### src/rtl/twm_pkg.sv
package twm_pkg;
    typedef enum logic [2:0] {
        ST_IDLE,
        ST_SHIFT,
        ST_ACK_WAIT,
        ST_ACK_DRIVE,
        ST_SKIP
    } twm_state_e;
endpackage

### src/rtl/twm_sync.sv
module twm_sync #(
    parameter int STAGES = 2,
    parameter int WIDTH  = 2
) (
    input  logic             clk,
    input  logic             rst_n,
    input  logic [WIDTH-1:0] d_async,
    output logic [WIDTH-1:0] d_sync
);
    for (genvar w = 0; w < WIDTH; w++) begin : g_line
        logic [STAGES-1:0] chain;
        always_ff @(posedge clk or negedge rst_n) begin
            if (!rst_n) chain <= '1;
            else        chain <= {chain[STAGES-2:0], d_async[w]};
        end
        assign d_sync[w] = chain[STAGES-1];
    end
endmodule

### src/rtl/twm_cond.sv
module twm_cond (
    input  logic clk,
    input  logic rst_n,
    input  logic scl_s,
    input  logic sda_s,
    output logic start_det,
    output logic scl_rise,
    output logic scl_fall
);
    logic scl_q, sda_q;

    always_ff @(posedge clk or negedge rst_n) begin
        if (!rst_n) begin
            scl_q <= 1'b1;
            sda_q <= 1'b1;
        end else begin
            scl_q <= scl_s;
            sda_q <= sda_s;
        end
    end

    assign start_det = scl_q & scl_s & sda_q & ~sda_s;
    assign scl_rise  = ~scl_q & scl_s;
    assign scl_fall  = scl_q & ~scl_s;
endmodule

### src/rtl/tw_addr_match.sv
module tw_addr_match
    import twm_pkg::*;
#(
    parameter int ADDR_W      = 7,
    parameter int SYNC_STAGES = 2
) (
    input  logic              clk,
    input  logic              rst_n,
    input  logic              scl_in,
    input  logic              sda_in,
    input  logic [ADDR_W:0]   own_addr,
    input  logic              gc_en,
    input  logic              ack_level,
    output logic              match_pulse,
    output logic              gc_hit,
    output logic              rw_bit,
    output logic              sda_drive_low
);
    localparam int CNT_W = $clog2(ADDR_W + 2);
    localparam logic [CNT_W-1:0] LAST = CNT_W'(ADDR_W);

    logic [1:0] line_s;
    logic scl_s, sda_s;
    logic start_det, scl_rise, scl_fall;
    twm_state_e state, nxt;
    logic [ADDR_W-1:0] shreg;
    logic [CNT_W-1:0] bit_cnt;
    logic last_bit, own_hit_c, gc_hit_c, hit_c;

    twm_sync #(.STAGES(SYNC_STAGES), .WIDTH(2)) u_sync (
        .clk(clk), .rst_n(rst_n),
        .d_async({scl_in, sda_in}), .d_sync(line_s)
    );
    assign scl_s = line_s[1];
    assign sda_s = line_s[0];

    twm_cond u_cond (
        .clk(clk), .rst_n(rst_n), .scl_s(scl_s), .sda_s(sda_s),
        .start_det(start_det), .scl_rise(scl_rise), .scl_fall(scl_fall)
    );

    assign last_bit  = (bit_cnt == LAST);
    assign own_hit_c = own_addr[ADDR_W] && (shreg == own_addr[ADDR_W-1:0]);
    assign gc_hit_c  = gc_en && (shreg == '0) && !sda_s;
    assign hit_c     = own_hit_c || gc_hit_c;

    always_ff @(posedge clk or negedge rst_n) begin
        if (!rst_n) state <= ST_IDLE;
        else        state <= nxt;
    end

    always_comb begin
        nxt = state;
        if (start_det) begin
            nxt = ST_SHIFT;
        end else begin
            unique case (state)
                ST_IDLE:      nxt = ST_IDLE;
                ST_SHIFT:     if (scl_rise && last_bit) nxt = hit_c ? ST_ACK_WAIT : ST_SKIP;
                ST_ACK_WAIT:  if (scl_fall) nxt = ST_ACK_DRIVE;
                ST_ACK_DRIVE: if (scl_fall) nxt = ST_SKIP;
                ST_SKIP:      nxt = ST_SKIP;
                default:      nxt = ST_IDLE;
            endcase
        end
    end

    always_ff @(posedge clk or negedge rst_n) begin
        if (!rst_n) begin
            shreg         <= '0;
            bit_cnt       <= '0;
            match_pulse   <= 1'b0;
            gc_hit        <= 1'b0;
            rw_bit        <= 1'b0;
            sda_drive_low <= 1'b0;
        end else begin
            match_pulse <= 1'b0;
            if (start_det) begin
                bit_cnt <= '0;
                gc_hit  <= 1'b0;
            end else if (state == ST_SHIFT && scl_rise) begin
                bit_cnt <= bit_cnt + 1'b1;
                if (last_bit) begin
                    if (hit_c) begin
                        match_pulse <= 1'b1;
                        rw_bit      <= sda_s;
                        gc_hit      <= gc_hit_c;
                    end
                end else begin
                    shreg <= {shreg[ADDR_W-2:0], sda_s};
                end
            end
            if (nxt == ST_ACK_DRIVE)
                sda_drive_low <= (state == ST_ACK_WAIT) ? !ack_level : sda_drive_low;
            else
                sda_drive_low <= 1'b0;
        end
    end

    // a match pulse lasts exactly one cycle
    a_r5_pulse_single: assert property (@(posedge clk) disable iff (!rst_n)
        match_pulse |=> !match_pulse);
    // every Start puts the shifter back at bit zero
    a_r8_start_restarts: assert property (@(posedge clk) disable iff (!rst_n)
        start_det |=> (state == ST_SHIFT && bit_cnt == '0));
    // the line is never pulled while idle or skipping
    a_r7_no_drive_idle: assert property (@(posedge clk) disable iff (!rst_n)
        (state == ST_IDLE || state == ST_SKIP) |-> !sda_drive_low);
    // the drive starts only from the acknowledge wait
    a_r6_drive_from_wait: assert property (@(posedge clk) disable iff (!rst_n)
        $rose(sda_drive_low) |-> ($past(state) == ST_ACK_WAIT && state == ST_ACK_DRIVE));
    // a general-call hit always carries a write direction
    a_r4_gc_write: assert property (@(posedge clk) disable iff (!rst_n)
        (match_pulse && gc_hit) |-> !rw_bit);
    // an own-address hit needs the enable bit
    a_r3_own_needs_enable: assert property (@(posedge clk) disable iff (!rst_n)
        (match_pulse && !gc_hit) |-> $past(own_addr[ADDR_W]));
endmodule

### config.mk
export PLATFORM = sky130hd
export DESIGN_NAME = tw_addr_match
export DESIGN_NICKNAME = d
export VERILOG_FILES = /design/src/rtl/twm_pkg.sv /design/src/rtl/twm_sync.sv /design/src/rtl/twm_cond.sv /design/src/rtl/tw_addr_match.sv
export SDC_FILE = /design/constraint.sdc
export NUM_CORES = 1
export LEC_CHECK = 0
export BUFFER_PORTS_ARGS = -buffer_cell sky130_fd_sc_hd__buf_2
export CORE_ASPECT_RATIO = 1.25
export CORE_MARGIN = 8
export CORE_UTILIZATION = 58
export CTS_CLUSTER_SIZE = 16
export DETAILED_ROUTE_END_ITERATION = 10
export GPL_ROUTABILITY_DRIVEN = 0
export GPL_TIMING_DRIVEN = 0
export HOLD_SLACK_MARGIN = 0.05
export MAX_ROUTING_LAYER = met4
export PLACE_DENSITY = 0.87
export SKIP_LAST_GASP = 1
export SLEW_MARGIN = 5
export SYNTH_ARGS = -nofsm -noshare
export SYNTH_HDL_FRONTEND = slang
export SYNTH_SLANG_ARGS = --single-unit
### constraint.sdc
create_clock -name clk -period 3.2 [get_ports clk]
set_input_delay 0.48 -clock clk [delete_from_list [all_inputs] [get_ports clk]]
set_output_delay 0.48 -clock clk [all_outputs]
set_load 0.02 [all_outputs]
==> impl_metrics.csv <==
group,metric,value,unit
synthesis,synth.net_count,110,
cts,max-clock-path-buffers,2,
outcome,status,"finished, final reports clean",
synthesis,synthAdderAreaFrac,0.01115,
timing,fmax,560.1,MHz
pwr,p_sw_frac,0.2931,
cts,worstSkewPairLatency,0.31,ns
synthesis,synth_area,1122,µm²
die,die_x,55.35,µm
cts,cts-resized-gates,0,
synthesis,seq_area_frac_synth,0.5418,
timing,fin_crit_sh,0.5579,
route,firstDrtPassIters,4,
critical_path,path_class,"flip-flop to flip-flop",
pwr,power_frac_comb,0.261,
synthesis,synth-compound-area-share,0.05797,
global_routing,antenna_found_initial,0,
global_routing,grtUsageMet2,0.2065,
pwr,intPower,0.0006423,W
critical_path,crit_path_start_kind,"flip-flop",
cts,cts_root_buffer,"clkbuf_4",
critical_path,worstPathMaxFanout,7,
synthesis,synth_area_leaders,"dfrtp_1, dfstp_2, xnor2_1",
cts,post-cts-setup-buffer-count,0,
synthesis,ys_ff_latch,24,
pwr,irDropWorstVdd,0.4075,mV
timing,final.setup_skew,0.006592,ns
cts,h-tree-depth,1,
route,wl,1909,µm
timing,period_needed,1.785,ns
global_routing,grt_pass1_vias,822,
timing,setup_violations,0,
global_routing,grtUsageMet3,0.02890,
die,core_area,1892,µm²
pwr,sequentialPowerShare,0.504,
cts,cts.reportedPaths.clkPinSlew,0.13,ns
synthesis,synth_top_family_by_area,"simple AND/OR/NAND/NOR gates",
synthesis,yosys-mux-area-fraction,0.07915,
global_routing,globalRouteTotalUtil,0.1168,
synthesis,ys_types,33,
hold_path,hold_path.class,"input pin to async pin",
synthesis,ys_async_sr_fraction,1.000,
route,ant_nets,0,
route,drt_iter0_markers,19,
pwr,netSwitchingPower,0.0002663,W
timing,rsz0062_at_grt,"false",
route,drc,0,
synthesis,synthSimpleGateAreaFrac,0.2029,
cts,cts_buffers,3,
global_routing,grt_max_degree,25,
layout,syn_to_final_growth,14.49,%
layout,stdcell_area,1285,µm²
route,num_vias,777,
timing,finalMaxSlewViolations,0,
synthesis,yosys.area.top_type_share,0.4013,
layout,final_common_cell,"dfrtp_1",
route,viasPerCell,5.713,
layout,diodes,0,
synthesis,synth_xor_area_frac,0.09365,
layout,drive_gt1_frac,0.3276,
global_routing,grt.met1_usage,0.1224,
synthesis,synth-edff-count,0,
die,io_pins,18,
synthesis,yosys_warnings,0,
pwr,p_leak,0.5807,nW
cts,cts_hold_buffers,0,
global_routing,grt_overflow,0,
placement,dp_hpwl,1520,µm
die,die_area,3607,µm²
synthesis,avgSynthCellArea,11.81,µm²
critical_path,worst_setup_path_end_kind,"flip-flop",
timing,worst_pin_slew,0.5702,ns
global_routing,grt_pass1_wl,3450,µm
critical_path,cp_data_required_time,3.45,ns
layout,final_cell_mix,"dfrtp_1, buf_2, xnor2_1, nor2_1, mux2_2",
timing,finalHoldViolCount,0,
synthesis,syn_inst,95,
cts,cts_tree,"yes",
synthesis,yosys.area.top_type,"dfrtp_1",
die,start_util,0.5933,
global_routing,busiest_layer,"met2",
cts,cts_sinks,24,
route,post_drt_wl_per_cell,14.04,µm
die,rows,18,
die,die_h,65.18,µm
pwr,power.density,707.1,nW/µm²
synthesis,synth-main-ff-cell,"dfrtp_1",
timing,fin_tns_setup,0,ns
timing,slew_headroom,0.6163,
job,cap_violations,0,
layout,nets,132,
pwr,clkPwrFrac,0.235,
placement,port_buffers,17,
placement,place_area,1232,µm²
critical_path,cp.arrival,2.03,ns
-- stage by stage --
stage	total power, W	util	hold slack, ns	setup slack [ns]	std cells
2_1_floorplan	0.0006403	-	0.1844	1.559	95
3_3_place_gp	0.0006850	0.6515	0.3465	1.443	132
3_5_place_dp	0.0007046	0.6515	0.3489	1.429	132
4_1_cts	0.0009180	0.6792	0.1299	1.404	136
5_1_grt	0.0009720	0.6792	0.1488	1.268	136
6_report	0.0009086	0.6792	0.1175	1.415	136
-- cell usage after synthesis (2+ instances only) --
library cell  instances
nor2b_1               2
nand2b_1              2
nor2_1               10
a21oi_1               3
xnor2_1              10
mux2_2                7
o21ai_0               2
nor4_1                2
dfrtp_1              18
nand4_1               4
dfstp_2               6
xor2_1                2
nand3b_1              3
nand2_1               5
-- power groups by stage --
| stage | Clock (W) | Sequential [W] | Combinational, W |
|---|---|---|---|
| floorplan | 0 | 0.000447 | 0.000193 |
| global placement | 0 | 0.000460 | 0.000225 |
| detailed placement | 0 | 0.000466 | 0.000239 |
| CTS | 0.000218 | 0.000459 | 0.000241 |
| global route | 0.000229 | 0.000472 | 0.000270 |
| finish | 0.000214 | 0.000458 | 0.000237 |
-- sequential cells by signal, summed over array words and instances, names as in the netlist, 3 cells and up --
register	count
bit_cnt	4
shreg	7
state	3
u_sync.g_line.chain	4
-- path summary, 6_finish.rpt --
path	slack, ns	cells past startpoint	end	from
worst max-delay path	1.41	6	state[2]$_DFF_PN0_	u_sync.g_line[1].chain[1]$_DFF_PN1_
worst min-delay path	0.12	1	state[1]$_DFF_PN0_	rst_n
worst max register to register	1.41	6	state[2]$_DFF_PN0_	u_sync.g_line[1].chain[1]$_DFF_PN1_
worst min register to register	0.37	0	u_sync.g_line[1].chain[1]$_DFF_PN1_	u_sync.g_line[1].chain[0]$_DFF_PN1_
max in group asynchronous	2.72	1	u_sync.g_line[0].chain[1]$_DFF_PN1_	rst_n
min in group clk	0.25	1	u_sync.g_line[0].chain[0]$_DFF_PN1_	sda_in
-- worst max-delay path, stage by stage, from the launching register on --
cell     delay (ns)
dfstp_2        0.59
nor4b_2        0.25
and2_1         0.18
buf_6          0.14
nand2_4        0.06
or3_1          0.37
a21oi_1        0.14
-- logic make-up (layout without fill, tap and decap cells) --
| logic type | after synthesis | after routing |
|---|---|---|
| simple gates | 38 | 38 |
| fa+ha+maj | 1 | 1 |
| xor+xnor | 12 | 12 |
| buf+inv | 2 | 23 |
| compound gates | 10 | 10 |
| flops | 24 | 24 |
| mux | 8 | 8 |
-- cell type report --
type | instances | area (µm²)
clock buffers | 3 | 22.52
fillers | 163 | 606.8
flip-flops and latches | 24 | 608.1
clock inverters | 1 | 30.03
plain buffers | 2 | 15.01
multi-input cells | 69 | 499.2
well taps | 20 | 25.02
repair buffers | 17 | 85.08
-- routing by layer --
layer  wire [µm]  vias up  share of wire
li1            -      382              -
met1         789      374           0.41
met2        1025       17           0.54
met3          65        4          0.034
met4          29        0          0.015
met5           0        -              0
(Power assumes the default switching activity.)
